## src/rtl/btx_pkg.sv

```systemverilog
package btx_pkg;
  typedef enum logic [3:0] {
    ST_IDLE,
    ST_REQ,
    ST_LOAD,
    ST_BIT_LO,
    ST_BIT_HI,
    ST_TAIL_LO,
    ST_TAIL_HI,
    ST_DROP_LO,
    ST_DROP_HI
  } btx_state_e;
endpackage

```

## src/rtl/btx_bclk_sync.sv

```systemverilog
module btx_bclk_sync #(
  parameter int STAGES = 2
) (
  input  logic clk_i,
  input  logic rst_ni,
  input  logic bclk_i,
  output logic level_o,
  output logic rise_o
);
  logic [STAGES-1:0] sync_q;
  logic              prev_q;

  always_ff @(posedge clk_i or negedge rst_ni) begin
    if (!rst_ni) sync_q[0] <= 1'b0;
    else         sync_q[0] <= bclk_i;
  end

  for (genvar s = 1; s < STAGES; s++) begin : g_stage
    always_ff @(posedge clk_i or negedge rst_ni) begin
      if (!rst_ni) sync_q[s] <= 1'b0;
      else         sync_q[s] <= sync_q[s-1];
    end
  end

  always_ff @(posedge clk_i or negedge rst_ni) begin
    if (!rst_ni) prev_q <= 1'b0;
    else         prev_q <= sync_q[STAGES-1];
  end

  assign level_o = sync_q[STAGES-1];
  assign rise_o  = sync_q[STAGES-1] & ~prev_q;
endmodule

```

## src/rtl/btx_word_reg.sv

```systemverilog
module btx_word_reg #(
  parameter int WORD_W = 16,
  parameter int IDX_W  = 4
) (
  input  logic              clk_i,
  input  logic              rst_ni,
  input  logic              load_i,
  input  logic [WORD_W-1:0] word_i,
  input  logic [IDX_W-1:0]  sel_i,
  output logic              bit_o
);
  logic [WORD_W-1:0] word_q;

  always_ff @(posedge clk_i or negedge rst_ni) begin
    if (!rst_ni)     word_q <= '0;
    else if (load_i) word_q <= word_i;
  end

  assign bit_o = word_q[sel_i];
endmodule

```

## src/rtl/bclk_tx_engine.sv

```systemverilog
module bclk_tx_engine
  import btx_pkg::*;
#(
  parameter int WORD_W      = 16,
  parameter int CNT_W       = 8,
  parameter int DATA_BITS   = 8,
  parameter int SYNC_STAGES = 2
) (
  input  logic              clk_i,
  input  logic              rst_ni,
  input  logic              start_i,
  input  logic [CNT_W-1:0]  byte_cnt_i,
  input  logic              parity_en_i,
  output logic [CNT_W-1:0]  rd_addr_o,
  input  logic [WORD_W-1:0] rd_data_i,
  input  logic              bclk_i,
  input  logic              irq_i,
  input  logic              timeout_i,
  output logic              tx_en_o,
  output logic              tx_data_o,
  output logic              busy_o,
  output logic              done_o,
  output logic              aborted_o
);
  localparam int IDX_W = $clog2(WORD_W);
  localparam logic [IDX_W-1:0] LAST_PLAIN = IDX_W'(DATA_BITS - 1);
  localparam logic [IDX_W-1:0] LAST_PAR   = IDX_W'(DATA_BITS);

  btx_state_e       state_q;
  logic [CNT_W-1:0] byte_idx_q, cnt_q;
  logic [IDX_W-1:0] bit_idx_q;
  logic             par_q;
  logic             bclk_level, bclk_rise;
  logic             cur_bit, last_bit, last_byte, abort;

  btx_bclk_sync #(.STAGES(SYNC_STAGES)) u_sync (
    .clk_i   (clk_i),
    .rst_ni  (rst_ni),
    .bclk_i  (bclk_i),
    .level_o (bclk_level),
    .rise_o  (bclk_rise)
  );

  btx_word_reg #(.WORD_W(WORD_W), .IDX_W(IDX_W)) u_word (
    .clk_i  (clk_i),
    .rst_ni (rst_ni),
    .load_i (state_q == ST_LOAD),
    .word_i (rd_data_i),
    .sel_i  (bit_idx_q),
    .bit_o  (cur_bit)
  );

  assign last_bit  = bit_idx_q == (par_q ? LAST_PAR : LAST_PLAIN);
  assign last_byte = byte_idx_q == (cnt_q - 1'b1);
  assign abort     = irq_i | timeout_i;
  assign rd_addr_o = byte_idx_q;
  assign busy_o    = state_q != ST_IDLE;

  always_ff @(posedge clk_i or negedge rst_ni) begin
    if (!rst_ni) begin
      state_q    <= ST_IDLE;
      byte_idx_q <= '0;
      cnt_q      <= '0;
      bit_idx_q  <= '0;
      par_q      <= 1'b0;
      tx_en_o    <= 1'b0;
      tx_data_o  <= 1'b0;
      done_o     <= 1'b0;
      aborted_o  <= 1'b0;
    end else begin
      done_o <= 1'b0;
      if (state_q != ST_IDLE && abort) begin
        // abort from any busy state, handshake skipped
        tx_en_o   <= 1'b0;
        tx_data_o <= 1'b0;
        done_o    <= 1'b1;
        aborted_o <= 1'b1;
        state_q   <= ST_IDLE;
      end else begin
        unique case (state_q)
          ST_IDLE: if (start_i) begin
            aborted_o  <= 1'b0;
            tx_data_o  <= 1'b0;
            cnt_q      <= byte_cnt_i;
            par_q      <= parity_en_i;
            byte_idx_q <= '0;
            bit_idx_q  <= '0;
            if (byte_cnt_i == '0) begin
              tx_en_o <= 1'b1;
              state_q <= ST_TAIL_LO;
            end else begin
              state_q <= ST_REQ;
            end
          end
          ST_REQ:  state_q <= ST_LOAD;
          ST_LOAD: begin
            tx_en_o <= 1'b1;
            state_q <= ST_BIT_LO;
          end
          ST_BIT_LO: if (!bclk_level) state_q <= ST_BIT_HI;
          ST_BIT_HI: if (bclk_rise) begin
            tx_data_o <= cur_bit;
            if (last_bit) begin
              bit_idx_q <= '0;
              if (last_byte) begin
                state_q <= ST_TAIL_LO;
              end else begin
                byte_idx_q <= byte_idx_q + 1'b1;
                state_q    <= ST_REQ;
              end
            end else begin
              bit_idx_q <= bit_idx_q + 1'b1;
              state_q   <= ST_BIT_LO;
            end
          end
          ST_TAIL_LO: if (!bclk_level) state_q <= ST_TAIL_HI;
          ST_TAIL_HI: if (bclk_rise) begin
            tx_en_o   <= 1'b0;
            tx_data_o <= 1'b0;
            state_q   <= ST_DROP_LO;
          end
          ST_DROP_LO: if (!bclk_level) state_q <= ST_DROP_HI;
          ST_DROP_HI: if (bclk_rise) begin
            done_o  <= 1'b1;
            state_q <= ST_IDLE;
          end
          default: state_q <= ST_IDLE;
        endcase
      end
    end
  end
endmodule

```

## config.mk

```make
export PLATFORM = sky130hd
export DESIGN_NAME = bclk_tx_engine
export DESIGN_NICKNAME = d
export VERILOG_FILES = /design/src/rtl/btx_pkg.sv /design/src/rtl/btx_bclk_sync.sv /design/src/rtl/btx_word_reg.sv /design/src/rtl/bclk_tx_engine.sv
export SDC_FILE = /design/constraint.sdc
export NUM_CORES = 1
export LEC_CHECK = 0
export CAP_MARGIN = 20
export CORE_ASPECT_RATIO = 1.4
export CORE_MARGIN = 8
export CORE_UTILIZATION = 50
export CTS_BUF_LIST = sky130_fd_sc_hd__clkbuf_16
export CTS_CLUSTER_DIAMETER = 100
export DETAILED_ROUTE_END_ITERATION = 16
export PLACE_DENSITY = 0.75
export SYNTH_ARGS = -nofsm -noshare
export SYNTH_HDL_FRONTEND = slang
export SYNTH_SLANG_ARGS = --single-unit
```

## constraint.sdc

```tcl
create_clock -name clk_i -period 4.3 [get_ports clk_i]
set_input_delay 0.43 -clock clk_i [delete_from_list [all_inputs] [get_ports clk_i]]
set_output_delay 0.43 -clock clk_i [all_outputs]
set_load 0.05 [all_outputs]
```

After elaboration in Yosys (flattened, before gate mapping) --
Cells that the tools add are included.
Storage, ports and cells: word-level logic and storage cells 97, bits in registers 48, input bits 31, output and inout port bits 13
Cells by class: add/subtract/negate cells 3, eq/ne operators 22, muxes and demuxes 38, reductions and logical operators 16, bitwise logic cells 4, $lt $le $gt $ge 1
Operators with widths (count):
- $mux 4 | 13
- $pmux 4 s9 | 1
- $mux 8 | 4
- $ne 3x3->1 const B | 8
- $eq 4x3->1 const B | 4
- $pmux 8 s2 | 1
- $mux 1 | 13
- $reduce_and 4->1 | 3
- $reduce_bool 4->1 | 3
- $add 8x1->8 const B | 1
- $eq 4x2->1 const B | 2
- $eq 8x8->1 | 1
- $logic_not 8->1 | 1
- $ne 2x2->1 const B | 4
- $pmux 4 s2 | 1
- $sub 8x1->8 const B | 1
- $reduce_and 7->1 | 1
- $mux 3 | 2
- $pmux 1 s3 | 2
- $reduce_and 6->1 | 1
- $reduce_bool 2->1 | 3
- $lt 4x5->1 const B | 1
- $add 4x1->4 const B | 1
- $bmux 1 s4 | 1
- 10 further kinds | 11

Depth between registers and ports, before layout --
depth in word-level cells 7, mapped depth 10, gate-level depth less buffers 8

Modules after synthesis --
Synthesis repeated with hierarchy kept, for this count alone.
Unflattened totals: cells, all modules 264, area total of the unflattened synthesis 2695.1 um^2
Modules (own cells, without submodules):
- bclk_tx_engine | seq. area each 725.7 um^2, area an instance 1880.6 um^2, cells each 219, instances 1
- btx_word_reg | seq. area each 400.4 um^2, area an instance 725.7 um^2, cells each 41, instances 1
- btx_bclk_sync | seq. area each 75.1 um^2, area an instance 88.8 um^2, cells each 4, instances 1

Worst setup path after synthesis --
Ideal clock, no wire load.
kind reg-to-reg, from register cnt_q[0], to register byte_idx_q[4], in the netlist rd_addr_o[4], arrival 2200 ps, library setup time 77 ps, path slack 2023 ps, stages on the path, launching flop included 11, cell sequence dfrtp_1 > inv_1 > ha_1 > clkbuf_1 > nor2b_1 > or3_1 > a31o_1 > a211oi_4 > buf_4 > o31ai_1 > a21oi_1
Between the ends: longest elaborated chain between the ends 4
RTL lines:
- from (decl) | line bclk_tx_engine.sv:30 | logic [CNT_W-1:0] byte_idx_q, cnt_q;
- from (signal assigned) | line bclk_tx_engine.sv:84 | cnt_q <= byte_cnt_i;
- $sub 8x1->8 | line bclk_tx_engine.sv:54 | assign last_byte = byte_idx_q == (cnt_q - 1'b1);
- $eq 8x8->1 | line bclk_tx_engine.sv:54
- $ne 2x2->1 (no source line)
- $reduce_and 6->1 (no source line)
- to (signal assigned) | line bclk_tx_engine.sv:108 | byte_idx_q <= byte_idx_q + 1'b1;
- to (decl) | line bclk_tx_engine.sv:30
Every way passes these cells. A chain may end at the register's enable or synchronous reset.

Worst setup path after layout --
from register state_q[0], to output busy_o
Between the ends: longest elaborated chain between the ends 1
RTL lines:
- from (decl) | line bclk_tx_engine.sv:29 | btx_state_e state_q;
- from (signal assigned) | line bclk_tx_engine.sv:61 | state_q <= ST_IDLE;
- from (signal assigned) | line bclk_tx_engine.sv:78 | state_q <= ST_IDLE;
- from (signal assigned) | line bclk_tx_engine.sv:90 | state_q <= ST_TAIL_LO;
- $reduce_bool 4->1 | line bclk_tx_engine.sv:57 | assign busy_o = state_q != ST_IDLE;
- to (decl) | line bclk_tx_engine.sv:21 | output logic busy_o,
Every way passes these cells.

==> summary.md <==
| Metric | Value |
|---|---|
| Die area | `8060 um2` |
| Sequential share of power | `0.383` |
| Gr usage total | `0.154` |
| CP max FO | `11` |
| Core Region | `~5200 um2` |
| Area grow syn2layout | `21.1%` |
| Most numerous cell in the Yosys netlist | `dfrtp_1` |
| # fillers | `452` |
| Synth top area cells | `dfrtp_1 44%, mux2_2 7.1%, nand2_1 5.3%` |
| First-pass GRT wire length | `10,100 um` |
| H-tree lvl count | `2` |
| Mean Syn Cell Area | `10.3 um2` |
| Post-synth ARST share | `1.00` |
| Drt drc | `0` |
| Port Buffer Count | `43` |
| Root buf cell | `clkbuf_16` |
| Worst Tran Pin Value | `between 0.6 and 0.7 ns` |
| Post-synth EDFFs | `0` |
| Synthesis warning total | `0` |
| CTS tree | `built` |
| Top_reg_cell synth | `dfrtp_1` |
| CP Capture Type | `output port` |
| GR Overflow Total | `0` |
| Min Tclk post-route | `approximately 2.7 ns` |
| Clk buf depth | `2` |
| Status | `finished clean` |
| Yosys top cell by area | `dfrtp_1` |
| Number of CTS-inserted buffers | `5` |
| Starting DRT DRC Count | `90` |
| Finished Layout Cells | `368` |
| Slew Limit Fails | `0` |
| Via count of the first global-routing pass | `between 2,000 and 2,500` |
| Comb power frac | `0.435` |
| NetSw | `~0.79 mW` |
| Largest net degree at the start of global routing | `~50` |
| Sink Count | `48` |
| Die H | `103 um` |
| Post-Syn Nets | `around 300` |
| IO Pins | `44` |
| Clock Latency Late Sink | `between 0.2 and 0.3 ns` |
| # hold bufs at CTS | `0` |
| Min Hold Slack | `between 0.09 and 0.1 ns` |
| Pwr/cell area | `about 600 nW/um2` |
| Pint | `1.24 mW` |
| Final setup viols | `0` |
| Period utilization | `0.633` |
| Crit path DAT | `2.29 ns` |
| Library cells used by synthesis | `55` |
| Placer Congestion | `0.852` |
| Clock transition at the registers of the reported paths | `0.06 ns` |
| Postcts setup bufs | `0` |
| Starting density of the core | `0.521` |
| Setup TNS | `0 ns` |
| Layout cells sized above 1 | `0.142` |
| Final hold vios | `0` |
| Maxcap violations | `0` |
| Via/cell ratio | `about 6` |
| DP Cell Count | `359` |
| Yosys top cell area share | `0.444` |
| Sequential area share after synthesis | `0.444` |
| Skew final | `roughly 0.0041 ns` |
| Initial antenna violation count | `0` |
| Crit path launch type | `register` |
| Commonest cells post-synth | `48 x dfrtp_1, 38 x nand2_1, 20 x nor2_1` |
| Relative slew slack | `0.597` |
| Vias | `~2,200` |
| RSZ-0062 raised after global routing | `false` |
| Cts repair resizes | `0` |
| CP Class | `reg -> out` |
| Die X | `78.2 um` |
| Routed wire length | `between 5000 and 6000 um` |
| Ant. Diodes | `0` |
| Drt pass-1 iters | `4` |
| DP HPWL | `4430 um` |
| DRT antenna net count | `0` |
| Row count | `31` |
| Mapped Cells | `~260` |
| Pleak | `~1.4 nW` |
| Synth Cell Area | `2710 um2` |
| Critical Path RT | `between 3 and 4 ns` |
| Net Sw Frac | `0.389` |
| Hold crit path type | `in -> async` |
| Core Util, Final | `0.631` |
| NumNets Final | `about 340` |
| FF+latch count, synth | `48` |
| VDD IR-drop max | `0.323 mV` |
| Clock power share | `0.182` |
| Max Fclk | `0.367 GHz` |
| Per-cell routed wire length | `roughly 16 um` |
[cells by family (layout without fill, tap and decap cells)]
kind of cell               after synthesis  after routing  share of synthesized area
and+or+nand+nor                        102            102                      0.196
AOI/OAI and AO/OA                       59             59                      0.157
DFF                                     48             48                      0.444
muxes                                   22             22                      0.112
buffers and inverters                   18             58                     0.0448
xor gates and xnor gates                10             10                     0.0323
adders and majority gates                3              3                     0.0139
[final timing paths]
path / from / to / slack (ns) / cells past startpoint
setup / recovery: state_q[0]$_DFFE_PN0P_ / busy_o / 1.58 / 4
max in group asynchronous: rst_ni / state_q[3]$_DFFE_PN0P_ / 3.69 / 2
hold / removal: rst_ni / u_word.word_q[5]$_DFFE_PN0P_ / 0.09 / 1
min in group clk_i: u_sync.sync_q[0]$_DFF_PN0_ / u_sync.level_o$_DFF_PN0_ / 0.35 / 0
hold reg to reg: u_sync.sync_q[0]$_DFF_PN0_ / u_sync.level_o$_DFF_PN0_ / 0.35 / 0
setup reg to reg: cnt_q[0]$_DFFE_PN0P_ / rd_addr_o[6]$_DFFE_PN0P_ / 1.74 / 8
[cell type report]
type / count / area, um2 / area share
Multi-Input combinational cell: 196 / 1390 / 0.422
Tap cell: 66 / 82.6 / 0.0252
Inverter: 5 / 18.8 / 0.00572
Clock inverter: 3 / 13.8 / 0.00420
Sequential cell: 48 / 1200 / 0.366
Clock buffer: 5 / 125 / 0.0382
Timing Repair Buffer: 45 / 453 / 0.138
[metal layers]
layer | global-route usage | vias up | part of all wire
met2 | 0.282 | 48 | 0.54
met3 | 0.0375 | 11 | 0.042
met1 | 0.163 | 1080 | 0.40
met4 | 0.0644 | 0 | 0.019
met5 | 0 | - | 0
li1 | - | 1038 | -
[layout by cell type, fill, tap and decap left out, drive strengths merged, types with 3 or more instances in the layout]
| cell | instances |
|---|---|
| inv | 5 |
| mux4 | 5 |
| o31ai | 8 |
| nor2b | 4 |
| nand2 | 39 |
| nor3 | 4 |
| nor2 | 21 |
| and3 | 4 |
| xor2 | 4 |
| dfrtp | 48 |
| buf | 3 |
| clkbuf | 5 |
| or4 | 6 |
| xnor2 | 6 |
| ha | 3 |
| a21oi | 13 |
| clkinv | 3 |
| nand2b | 3 |
| nand3 | 8 |
| clkdlybuf4s50 | 42 |
| o21ai | 16 |
| nor4 | 4 |
| mux2 | 17 |
[flip-flops by register name, indices dropped and copies added, names as in the netlist]
| register | cells |
|---|---|
| aborted_o | 1 |
| par_q | 1 |
| done_o | 1 |
| rd_addr_o | 8 |
| tx_data_o | 1 |
| bit_idx_q | 4 |
| u_sync.sync_q | 1 |
| cnt_q | 8 |
| state_q | 4 |
| u_sync.prev_q | 1 |
| tx_en_o | 1 |
| u_sync.level_o | 1 |
| u_word.word_q | 16 |
[stage by stage]
stage	worst slack (ns)	instance area [um2]	power (mW)
3_3_place_gp	1.65	3120	1.64
6_report	1.58	3280	2.03
3_5_place_dp	1.57	3120	1.67
4_1_cts	1.58	3260	2.04
2_1_floorplan	2.02	2710	1.45
5_1_grt	1.45	3280	2.16
[critical path, cell delays in order, from the launching register on]
cell and delay (ns):
dfrtp_1 0.51, or2_4 0.33, nor3_2 0.34, inv_1 0.11, clkdlybuf4s50_1 0.72
[power by group through the flow]
stage | clock network [mW] | logic, mW | registers, mW
after detailed placement | 0 | 0.882 | 0.783
after global placement | 0 | 0.862 | 0.776
after CTS | 0.376 | 0.886 | 0.776
after floorplan | 0 | 0.675 | 0.775
after global routing | 0.391 | 0.965 | 0.803
final | 0.369 | 0.881 | 0.775
No activity file was read; power rests on OpenSTA's default activity.
